===== src/rtl/fsg_pkg.sv =====
package fsg_pkg;

  typedef enum logic [2:0] {
    OP_NOP     = 3'd0,
    OP_PROG    = 3'd1,
    OP_SERASE  = 3'd2,
    OP_SUSPEND = 3'd3,
    OP_RESUME  = 3'd4,
    OP_RESET   = 3'd5
  } fsg_op_e;

  typedef enum logic [2:0] {
    ST_IDLE      = 3'd0,
    ST_PROG      = 3'd1,
    ST_EWIN      = 3'd2,
    ST_ERASE     = 3'd3,
    ST_SUSP_RD   = 3'd4,
    ST_SUSP_PROG = 3'd5,
    ST_FAIL      = 3'd6
  } fsg_state_e;

  // States in which the busy toggle advances on a read.
  function automatic logic busy_toggles(fsg_state_e s);
    return (s == ST_PROG) || (s == ST_EWIN) || (s == ST_ERASE) ||
           (s == ST_SUSP_PROG) || (s == ST_FAIL);
  endfunction

  function automatic logic prog_running(fsg_state_e s);
    return (s == ST_PROG) || (s == ST_SUSP_PROG);
  endfunction

  // Polling bit: complement while a program runs, 0 through an erase,
  // true data otherwise.
  function automatic logic poll_value(fsg_state_e s, logic msb, logic failed_prog);
    case (s)
      ST_PROG, ST_SUSP_PROG: return ~msb;
      ST_EWIN, ST_ERASE:     return 1'b0;
      ST_FAIL:               return failed_prog ? ~msb : 1'b0;
      default:               return msb;
    endcase
  endfunction

endpackage


===== src/rtl/fsg_engine.sv =====
module fsg_engine
  import fsg_pkg::*;
#(
  parameter int N_SECT      = 8,
  parameter int PULSE_LIMIT = 16,
  parameter int EWIN_CYC    = 32
) (
  input  logic                      clk,
  input  logic                      rst_n,
  input  logic                      cmd_valid,
  input  logic [2:0]                cmd_op,
  input  logic [$clog2(N_SECT)-1:0] cmd_sector,
  input  logic                      cmd_msb,
  input  logic                      cmd_blank,
  input  logic                      pulse_tick,
  input  logic                      op_done,
  output fsg_state_e                st_o,
  output logic [N_SECT-1:0]         mask_o,
  output logic                      msb_o,
  output logic                      failed_prog_o
);

  localparam int PW = $clog2(PULSE_LIMIT + 1);
  localparam int TW = $clog2(EWIN_CYC + 1);

  fsg_state_e        st_q, st_d;
  logic [N_SECT-1:0] mask_q;
  logic [PW-1:0]     pcnt_q, ecnt_q;
  logic [TW-1:0]     tcnt_q;
  logic              msb_q, blank_q, failp_q;

  fsg_op_e op;
  assign op = fsg_op_e'(cmd_op);

  logic is_prog, is_serase, is_susp, is_resume, is_reset;
  assign is_prog   = cmd_valid && (op == OP_PROG);
  assign is_serase = cmd_valid && (op == OP_SERASE);
  assign is_susp   = cmd_valid && (op == OP_SUSPEND);
  assign is_resume = cmd_valid && (op == OP_RESUME);
  assign is_reset  = cmd_valid && (op == OP_RESET);

  logic [N_SECT-1:0] sect_bit;
  assign sect_bit = {{(N_SECT-1){1'b0}}, 1'b1} << cmd_sector;

  // Named internal events
  logic prog_start_evt, erase_start_evt, win_add_evt, win_close_evt;
  logic prog_done_evt, prog_limit_evt, erase_done_evt, erase_limit_evt;
  logic suspend_evt, resume_evt, fail_clear_evt;

  assign prog_start_evt  = is_prog && ((st_q == ST_IDLE) || (st_q == ST_SUSP_RD));
  assign erase_start_evt = is_serase && (st_q == ST_IDLE);
  assign win_add_evt     = is_serase && (st_q == ST_EWIN);
  assign win_close_evt   = (st_q == ST_EWIN) && !win_add_evt &&
                           (tcnt_q == TW'(EWIN_CYC - 1));
  assign prog_done_evt   = prog_running(st_q) && op_done && blank_q;
  assign prog_limit_evt  = prog_running(st_q) && !prog_done_evt && pulse_tick &&
                           (pcnt_q == PW'(PULSE_LIMIT - 1));
  assign erase_done_evt  = (st_q == ST_ERASE) && op_done;
  assign erase_limit_evt = (st_q == ST_ERASE) && !erase_done_evt && pulse_tick &&
                           (ecnt_q == PW'(PULSE_LIMIT - 1));
  assign suspend_evt     = (st_q == ST_ERASE) && !erase_done_evt && !erase_limit_evt &&
                           is_susp;
  assign resume_evt      = (st_q == ST_SUSP_RD) && is_resume;
  assign fail_clear_evt  = (st_q == ST_FAIL) && is_reset;

  always_comb begin
    st_d = st_q;
    if (fail_clear_evt)                        st_d = ST_IDLE;
    else if (prog_limit_evt || erase_limit_evt) st_d = ST_FAIL;
    else if (prog_done_evt)
      st_d = (st_q == ST_SUSP_PROG) ? ST_SUSP_RD : ST_IDLE;
    else if (erase_done_evt)                   st_d = ST_IDLE;
    else if (prog_start_evt)
      st_d = (st_q == ST_IDLE) ? ST_PROG : ST_SUSP_PROG;
    else if (erase_start_evt)                  st_d = ST_EWIN;
    else if (win_close_evt)                    st_d = ST_ERASE;
    else if (suspend_evt)                      st_d = ST_SUSP_RD;
    else if (resume_evt)                       st_d = ST_ERASE;
  end

  always_ff @(posedge clk or negedge rst_n) begin
    if (!rst_n) begin
      st_q    <= ST_IDLE;
      mask_q  <= '0;
      pcnt_q  <= '0;
      ecnt_q  <= '0;
      tcnt_q  <= '0;
      msb_q   <= 1'b0;
      blank_q <= 1'b1;
      failp_q <= 1'b0;
    end else begin
      st_q <= st_d;

      if (prog_start_evt) begin
        msb_q   <= cmd_msb;
        blank_q <= cmd_blank;
        pcnt_q  <= '0;
      end else if (prog_running(st_q) && pulse_tick) begin
        pcnt_q <= pcnt_q + 1'b1;
      end

      if (erase_start_evt || win_add_evt) tcnt_q <= '0;
      else if (st_q == ST_EWIN)           tcnt_q <= tcnt_q + 1'b1;

      if (win_close_evt || fail_clear_evt)       ecnt_q <= '0;
      else if ((st_q == ST_ERASE) && pulse_tick) ecnt_q <= ecnt_q + 1'b1;

      if (erase_start_evt)                     mask_q <= sect_bit;
      else if (win_add_evt)                    mask_q <= mask_q | sect_bit;
      else if (erase_done_evt || fail_clear_evt) mask_q <= '0;

      if (prog_limit_evt)       failp_q <= 1'b1;
      else if (erase_limit_evt) failp_q <= 1'b0;
    end
  end

  assign st_o          = st_q;
  assign mask_o        = mask_q;
  assign msb_o         = msb_q;
  assign failed_prog_o = failp_q;

  // the failed state is left only through a reset command
  p_fail_sticky_r7: assert property (@(posedge clk) disable iff (!rst_n)
    (st_q == ST_FAIL) && !is_reset |=> (st_q == ST_FAIL));

  // reaching the pulse limit always lands in the failed state
  p_limit_fail_r5: assert property (@(posedge clk) disable iff (!rst_n)
    (prog_limit_evt || erase_limit_evt) |=> (st_q == ST_FAIL));

  // a program on a non-blank target moves only on a pulse tick
  p_nonblank_lock_r6: assert property (@(posedge clk) disable iff (!rst_n)
    prog_running(st_q) && !blank_q && !pulse_tick |=> $stable(st_q));

  // once the erase runs, the erase set is frozen until completion
  p_mask_frozen_r9: assert property (@(posedge clk) disable iff (!rst_n)
    (st_q == ST_ERASE) && !erase_done_evt |=> $stable(mask_q));

  // the window stays open while its counter has not expired
  p_window_open_r8: assert property (@(posedge clk) disable iff (!rst_n)
    (st_q == ST_EWIN) && (tcnt_q != TW'(EWIN_CYC - 1)) |=> (st_q == ST_EWIN));

endmodule


===== src/rtl/fsg_toggles.sv =====
module fsg_toggles
  import fsg_pkg::*;
(
  input  logic       clk,
  input  logic       rst_n,
  input  logic       rd_stb,
  input  fsg_state_e st,
  input  logic       hit,
  output logic       busy_tog_o,
  output logic       sect_tog_o
);

  logic busy_q, sect_q;
  logic busy_adv, sect_adv;

  assign busy_adv = rd_stb && busy_toggles(st);
  assign sect_adv = rd_stb && hit;

  always_ff @(posedge clk or negedge rst_n) begin
    if (!rst_n) begin
      busy_q <= 1'b0;
      sect_q <= 1'b0;
    end else begin
      if (busy_adv) busy_q <= ~busy_q;
      if (sect_adv) sect_q <= ~sect_q;
    end
  end

  assign busy_tog_o = busy_q;
  assign sect_tog_o = sect_q;

  // an idle read leaves the busy toggle alone
  p_busy_hold_idle_r4: assert property (@(posedge clk) disable iff (!rst_n)
    rd_stb && (st == ST_IDLE) |=> $stable(busy_q));

  // suspend-read freezes the busy toggle
  p_busy_hold_susp_r11: assert property (@(posedge clk) disable iff (!rst_n)
    rd_stb && (st == ST_SUSP_RD) |=> $stable(busy_q));

  // a read inside the erase set flips the sector toggle
  p_sect_flip_r10: assert property (@(posedge clk) disable iff (!rst_n)
    rd_stb && hit |=> (sect_q != $past(sect_q)));

  // a read outside the erase set keeps it
  p_sect_hold_r10: assert property (@(posedge clk) disable iff (!rst_n)
    !(rd_stb && hit) |=> $stable(sect_q));

endmodule


===== src/rtl/fsg_status_mux.sv =====
module fsg_status_mux
  import fsg_pkg::*;
(
  input  fsg_state_e st,
  input  logic       set_nonempty,
  input  logic       hit,
  input  logic       busy_tog,
  input  logic       sect_tog,
  input  logic       msb,
  input  logic       failed_prog,
  output logic [7:0] status_o
);

  always_comb begin
    status_o    = 8'h00;
    status_o[7] = poll_value(st, msb, failed_prog);
    status_o[6] = busy_tog;
    status_o[5] = (st == ST_FAIL);
    status_o[3] = set_nonempty && (st != ST_EWIN);
    status_o[2] = ((st == ST_SUSP_PROG) && !hit) ? 1'b1 : sect_tog;
  end

endmodule


===== src/rtl/flash_status_gen.sv =====
module flash_status_gen
  import fsg_pkg::*;
#(
  parameter int N_SECT      = 8,
  parameter int PULSE_LIMIT = 16,
  parameter int EWIN_CYC    = 32
) (
  input  logic                      clk,
  input  logic                      rst_n,
  input  logic                      cmd_valid,
  input  logic [2:0]                cmd_op,
  input  logic [$clog2(N_SECT)-1:0] cmd_sector,
  input  logic                      cmd_msb,
  input  logic                      cmd_blank,
  input  logic                      pulse_tick,
  input  logic                      op_done,
  input  logic                      rd_stb,
  input  logic [$clog2(N_SECT)-1:0] rd_sector,
  output logic [7:0]                status_o
);

  fsg_state_e        st;
  logic [N_SECT-1:0] mask;
  logic              msb, failed_prog, busy_tog, sect_tog, hit;

  assign hit = mask[rd_sector];

  fsg_engine #(
    .N_SECT(N_SECT), .PULSE_LIMIT(PULSE_LIMIT), .EWIN_CYC(EWIN_CYC)
  ) engine_i (
    .clk(clk), .rst_n(rst_n), .cmd_valid(cmd_valid), .cmd_op(cmd_op),
    .cmd_sector(cmd_sector), .cmd_msb(cmd_msb), .cmd_blank(cmd_blank),
    .pulse_tick(pulse_tick), .op_done(op_done), .st_o(st), .mask_o(mask),
    .msb_o(msb), .failed_prog_o(failed_prog)
  );

  fsg_toggles tog_i (
    .clk(clk), .rst_n(rst_n), .rd_stb(rd_stb), .st(st), .hit(hit),
    .busy_tog_o(busy_tog), .sect_tog_o(sect_tog)
  );

  fsg_status_mux mux_i (
    .st(st), .set_nonempty(|mask), .hit(hit), .busy_tog(busy_tog),
    .sect_tog(sect_tog), .msb(msb), .failed_prog(failed_prog),
    .status_o(status_o)
  );

  // unused status bits never rise
  p_spare_zero_r2: assert property (@(posedge clk) disable iff (!rst_n)
    (status_o & 8'h13) == 8'h00);

  // an untouched sector reads 1 on bit 2 while programming under suspend
  p_susp_prog_dq2_r12: assert property (@(posedge clk) disable iff (!rst_n)
    (st == ST_SUSP_PROG) && !mask[rd_sector] |-> status_o[2]);

endmodule


===== config.mk =====
export PLATFORM = sky130hd
export DESIGN_NAME = flash_status_gen
export DESIGN_NICKNAME = d
export VERILOG_FILES = /design/src/rtl/fsg_pkg.sv /design/src/rtl/fsg_engine.sv /design/src/rtl/fsg_toggles.sv /design/src/rtl/fsg_status_mux.sv /design/src/rtl/flash_status_gen.sv
export SDC_FILE = /design/constraint.sdc
export NUM_CORES = 1
export LEC_CHECK = 0
export BUFFER_PORTS_ARGS = -buffer_cell sky130_fd_sc_hd__clkbuf_2
export CAP_MARGIN = 20
export CORE_MARGIN = 2
export CORE_UTILIZATION = 57
export DETAILED_ROUTE_END_ITERATION = 10
export PLACE_DENSITY_LB_ADDON = 0.08
export SLEW_MARGIN = 30
export SYNTH_ARGS = -nofsm -noshare
export SYNTH_HDL_FRONTEND = slang
export SYNTH_SLANG_ARGS = --single-unit

===== constraint.sdc =====
create_clock -name clk -period 2.3 [get_ports clk]
set_input_delay 0.115 -clock clk [delete_from_list [all_inputs] [get_ports clk]]
set_output_delay 0.115 -clock clk [all_outputs]
set_load 0.02 [all_outputs]

# Word-level counts from Yosys, hierarchy flattened
# Index checks and enable logic that the tools add are counted.
[word_totals]
regBits = 32
in_bits = 17
out_inout_bits = 8
word_cells = 115
[classes]
add_sub_neg = 3
n_lt_le_gt_ge = 1
eq_ne = 15
shift = 1
n_mux = 27
n_bitwise = 4
n_reduce_logical = 54
[op_table]
columns = ["operator", "count"]
rows = [
  ["$mux W3", 11],
  ["$logic_and A1 B1 Y1", 29],
  ["$mux W8", 3],
  ["$mux W5", 4],
  ["$eq A3 B3 Y1 const B", 5],
  ["$eq A3 B2 Y1 const B", 4],
  ["$mux W6", 2],
  ["$add A5 B1 Y5 const B", 2],
  ["$eq A5 B4 Y1 const B", 2],
  ["$logic_or A1 B1 Y1", 10],
  ["$reduce_bool A9 Y1", 1],
  ["$or A8 B8 Y8", 1],
  ["$reduce_bool A2 Y1", 4],
  ["$reduce_or A8 Y1", 1],
  ["$shl A1 B3 Y8 const A", 1],
  ["$add A6 B1 Y6 const B", 1],
  ["$eq A3 B1 Y1 const B", 2],
  ["$eq A6 B5 Y1 const B", 1],
  ["$logic_not A1 Y1", 5],
  ["$mux W1", 5],
  ["$lt A3 B4 Y1 const B", 1],
  ["$reduce_or A2 Y1", 2],
  ["$bmux W1 S3", 1],
  ["$logic_not A3 Y1", 1],
  ["4 further kinds", 6],
]

# Depth between registers and ports, before layout
[depth]
ltp_word = 17
depth_mapped = 7
ltp_nobuf = 7

# By module
# Synthesis repeated with hierarchy kept, for this count alone.
[unflattened]
cells_unflattened = 181
area_unflattened_um2 = 1840.5
[by_module_without_submodules]
columns = ["mod", "n_inst", "cells_each", "area_each_um2", "seq_area_each_um2"]
rows = [
  ["fsg_engine", 1, 153, 1572.8, 752.0],
  ["fsg_status_mux", 1, 15, 105.1, 0.0],
  ["fsg_toggles", 1, 7, 82.6, 50.0],
  ["flash_status_gen", 1, 6, 80.1, 0.0],
]

# Worst setup path before layout
# Ideal clock, no wire load.
[synth_timing]
path_kind = "flip-flop to flip-flop"
start = "register engine_i.ecnt_q[0]"
end = "register engine_i.st_q[0] (netlist: engine_i.st_o[0])"
setup_ns = 0.126
arrival_ns = 1.533
required_time_ns = 2.174
path_slack_ns = 0.641
stages_incl_launch_ff = 8
n_path_buf = 0
period_less_slack_ns = 1.659
path_cell_list = "dfrtp_1 -> ha_1 -> and3_1 -> ha_1 -> a21o_1 -> nor3_1 -> nor3_1 -> o311a_1"
[synth_between]
elab_chain_len = 13
word_cells_on_any_way = 15
cone_classes = "eq/ne: 1; mux: 8; reduce/logical: 6"
[synth_rtl]
columns = ["item", "line_no", "text"]
rows = [
  ["start, declared", "fsg_engine.sv:28", "logic [PW-1:0] pcnt_q, ecnt_q;"],
  ["start signal, assigned", "fsg_engine.sv:106", "else if ((st_q == ST_ERASE) && pulse_tick) ecnt_q <= ecnt_q + 1'b1;"],
  ["$eq A5 B4 Y1 *", "fsg_engine.sv:60", "(ecnt_q == PW'(PULSE_LIMIT - 1));"],
  ["$logic_and A1 B1 Y1 *", "fsg_engine.sv:59", "assign erase_limit_evt = (st_q == ST_ERASE) && !erase_done_evt && pulse_tick &&"],
  ["$logic_not A1 Y1", "fsg_engine.sv:61", "assign suspend_evt = (st_q == ST_ERASE) && !erase_done_evt && !erase_limit_evt &&"],
  ["$logic_and A1 B1 Y1 (2 in series)", "fsg_engine.sv:61", ""],
  ["$mux W3", "fsg_engine.sv:77", "else if (suspend_evt) st_d = ST_SUSP_RD;"],
  ["$mux W3", "fsg_engine.sv:76", "else if (win_close_evt) st_d = ST_ERASE;"],
  ["$mux W3", "fsg_engine.sv:75", "else if (erase_start_evt) st_d = ST_EWIN;"],
  ["$mux W3", "fsg_engine.sv:73", "else if (prog_start_evt)"],
  ["$mux W3", "fsg_engine.sv:72", "else if (erase_done_evt) st_d = ST_IDLE;"],
  ["$mux W3", "fsg_engine.sv:70", "else if (prog_done_evt)"],
  ["$mux W3", "fsg_engine.sv:69", "else if (prog_limit_evt || erase_limit_evt) st_d = ST_FAIL;"],
  ["$mux W3", "fsg_engine.sv:68", "if (fail_clear_evt) st_d = ST_IDLE;"],
  ["end signal, assigned", "fsg_engine.sv:92", "st_q <= st_d;"],
  ["end, declared", "fsg_engine.sv:26", "fsg_state_e st_q, st_d;"],
]
# Mark *: on every way between the ends. The rest lies on a longest branch, timed or not.
# A chain may end at the register's enable or synchronous reset.

# Final worst setup path
[layout_timing]
start = "register engine_i.st_q[1] (netlist: engine_i.st_o[1])"
end = "output status_o[3]"
[layout_between]
elab_chain_len = 2
[layout_rtl]
columns = ["item", "line_no", "text"]
rows = [
  ["$ne A3 B2 Y1", "fsg_status_mux.sv:19", "status_o[3] = set_nonempty && (st != ST_EWIN);"],
  ["$logic_and A1 B1 Y1", "fsg_status_mux.sv:19", ""],
  ["end, declared", "flash_status_gen.sv:19", "output logic [7:0] status_o"],
]
# Every way passes these cells.

==> results.yml <==
run_status:
  outcome: "completed"
detailed_routing:
  via_count: 1373
  drtIter0Drc: 62
  wl_mm: 3.59
  viasPerCell: 5.67
  drc: 0
  post_drt_wl_per_cell_um: 14.8
  firstDrtPassIters: 4
  ant_nets: 0
job:
  drv_cap: 0
grt:
  grt_max_degree: 33
  grt_pass1_vias: 1398
  track_usage_pct: 22.4
  antenna_found_initial: 0
  overflow: 0
  grt_pass1_wl_mm: 6.12
layout:
  layout_commonest_cell: "dfrtp_1"
  diodes: 0
  nets: 219
  fillers: 260
  regArea_um2: 802
  multi_input_area_um2: 980
  drive_above_1_share_pct: 25.3
  final_cell_mix: "dfrtp_1 (31), clkbuf_2 (21), nor2_1 (14), nand2_1 (12), xor2_1 (10)"
  area_delta_synth_final_pct: 10.8
  instances_no_fill: 242
floorplan:
  start_util_pct: 60.6
  die_y_um: 61.2
  core_um2: 3080
  die_area_um2: 3750
  io-pin-count: 25
  num_rows: 20
  die_w_um: 61.2
power_and_ir_drop:
  p_per_area_nw_per_um2: 1100
  leakagePower_nw: 0.956
  p_int_mw: 1.35
  seq_power_share_pct: 45.3
  vdd_drop_max_mv: 0.649
  clock_power_share_pct: 15.3
  p_total_mw: 2.27
  comb_power_share_pct: 39.4
  p_sw_mw: 0.919
  p_sw_share_pct: 40.6
worst_setup_path:
  cp.arrival_ns: 1.82
  cp_slowest_cell: "dfrtp_1"
  critPathKind: "flop to output pin"
  cpPeakStageDelay_ns: 0.71
  ff2ff_path_depth: 7
  r2r-end: "engine_i.st_o[0]$_DFFE_PN0P_"
  end_kind: "output pin"
  reg2reg_slack_ns: 0.46
  r2r-start: "engine_i.ecnt_q[0]$_DFFE_PN0P_"
  critPathLaunchType: "flop"
  worstPathMaxFanout: 17
  cp.required_ns: 2.18
  crit_path_cell_trace: "nor3b_4, a21oi_1, clkbuf_2"
sta:
  hold_viol_final: 0
  worstMarginPinSlew_ns: 0.790
  fin_tns_setup_ns: 0
  fin_skew_ns: 0.00994
  setup_viol: 0
  hold_ws_ns: 0.0474
  period_needed_ns: 1.93
  rsz0062_at_grt: "false"
  slew_viol_final: 0
  min_period_over_period_pct: 84.0
  timing.fmax_ghz: 0.518
  relSlewSlack_pct: 47.3
  finalWorstSetupSlack_ns: 0.368
logic_synthesis:
  synthFlopType: "dfrtp_1"
  synth_edf_count: 0
  synth_seq_cells: 32
  synthCells: 172
  ys_types: 56
  postSynth.asyncResetShare_pct: 100
  syn_avg_cell_area_um2: 10.8
  netlist_area_um2: 1870
  ys_warn_count: 0
  ys_seq_area_share_pct: 43.0
clock_network:
  cts_sinks: 32
  numCtsBuffers: 5
  path_clk_slew_ns: 0.11
  cts_resized: 0
  cts_tree: "done"
  worstSkewPairLatency_ns: 0.34
  cts_root_buf: "clkbuf_4"
  cts_buffer_depth: 2
  htreeDepth: 2
placement:
  io_buffers: 21
  routabilityCongestion: 0.871
  place_ws_ns: 0.482
  hpwl_mm: 2.68
  placedCellCount: 231
hold_path:
  min_delay_path_depth: 3
  min_path_type: "input pin to flop"
  hold_end: "engine_i.mask_o[7]$_DFFE_PN0P_"
  hold_start: "cmd_sector[1]"
==> Yosys cell counts, types with 2 or more instances <==
master    number  share of area [%]
a21o_1         2               0.80
a21oi_1        3               0.80
a22o_1         3                1.4
a32o_1         4                2.1
and3_1         5                1.7
and3b_1        2               0.94
buf_2          4                1.1
buf_4          4                1.6
buf_6          2                1.2
dfrtp_1       31                 42
ha_1           5                3.4
inv_1          5                1.0
mux2_1         2                1.2
mux2i_1        4                2.1
mux4_2         2                2.4
nand2_1       12                2.4
nand2b_1       2               0.67
nand3b_1       2               0.80
nand4_1        4                1.3
nor2_1        14                2.8
nor2_2         4                1.3
nor2b_1        4                1.3
nor3_1         6                1.6
nor4_1         2               0.67
xnor2_1        4                1.9
xor2_1        10                4.7
==> layer usage <==
metal  up-vias  share of wire [%]  track usage (%)
met5         -                  0                0
met4         0                1.5             7.45
met3         7                3.9             5.67
met2        27                 51             39.1
met1       670                 44             27.0
li1        669                  -                -
==> kinds of logic after synthesis <==
logic type	synth area share [%]
simple gates	23.9
flops	43.0
compound gates	12.3
buf+inv	4.90
xor+xnor	6.57
mux	5.77
fa+ha+maj	3.35
other cells	0.201
==> power by group through the flow <==
stage / registers, mW / clock network [mW] / logic [mW]
2_1_floorplan: 0.925 / 0 / 0.794
3_3_place_gp: 1.02 / 0 / 0.864
3_5_place_dp: 1.03 / 0 / 0.899
4_1_cts: 1.03 / 0.350 / 0.909
5_1_grt: 1.06 / 0.379 / 1.01
6_report: 1.03 / 0.347 / 0.894
==> what timing repair did <==
item | 4_1_cts | 5_1_grt
endpoints found under the hold margin | 33 | 0
buffers inserted | 0 | 0
hold buffers | 3 | 0
==> worst max-delay path by stage <==
stage	from	end	slack, ns	cells after the start
after floorplan	engine_i.ecnt_q[0]$_DFFE_PN0P_	engine_i.st_o[0]$_DFFE_PN0P_	0.64	7
after global placement	engine_i.st_o[1]$_DFFE_PN0P_	engine_i.mask_o[2]$_DFFE_PN0P_	0.54	4
after detailed placement	engine_i.ecnt_q[0]$_DFFE_PN0P_	engine_i.st_o[0]$_DFFE_PN0P_	0.48	7
after CTS	engine_i.st_o[1]$_DFFE_PN0P_	status_o[3]	0.37	3
after global routing	engine_i.st_o[1]$_DFFE_PN0P_	status_o[3]	0.20	3
final	engine_i.st_o[1]$_DFFE_PN0P_	status_o[3]	0.37	3
==> critical path: cells and delay by family, from the launching register on <==
family / cells / cell delay [ns]
DFF: 1 / 0.71
and+or+nand+nor: 1 / 0.49
buffers and inverters: 1 / 0.18
AOI/OAI and AO/OA: 1 / 0.09
==> through the flow <==
stage               area, um^2  util (%)
finish                    2070      67.2
global route              2070      67.2
CTS                       2070      67.2
detailed placement        1980      64.2
global placement          1980      64.2
floorplan                 1870         -
==> state kept, by name (all words and copies together) (netlist names) <==
register / cells
engine_i.mask_o: 8
engine_i.tcnt_q: 6
engine_i.ecnt_q: 5
engine_i.pcnt_q: 5
engine_i.st_o: 3
engine_i.blank_q: 1
engine_i.failed_prog_o: 1
engine_i.msb_o: 1
tog_i.busy_tog_o: 1
tog_i.sect_tog_o: 1
==> final cells by class <==
cell class | count | area share (%)
sequential | 32 | 38.8
multi-input combinational | 127 | 47.4
tap | 44 | 2.66
timing repair buffer | 26 | 7.26
clock inverter | 2 | 0.484
inverter | 5 | 0.908
clock buffer | 6 | 2.48
(Power assumes the default switching activity.)
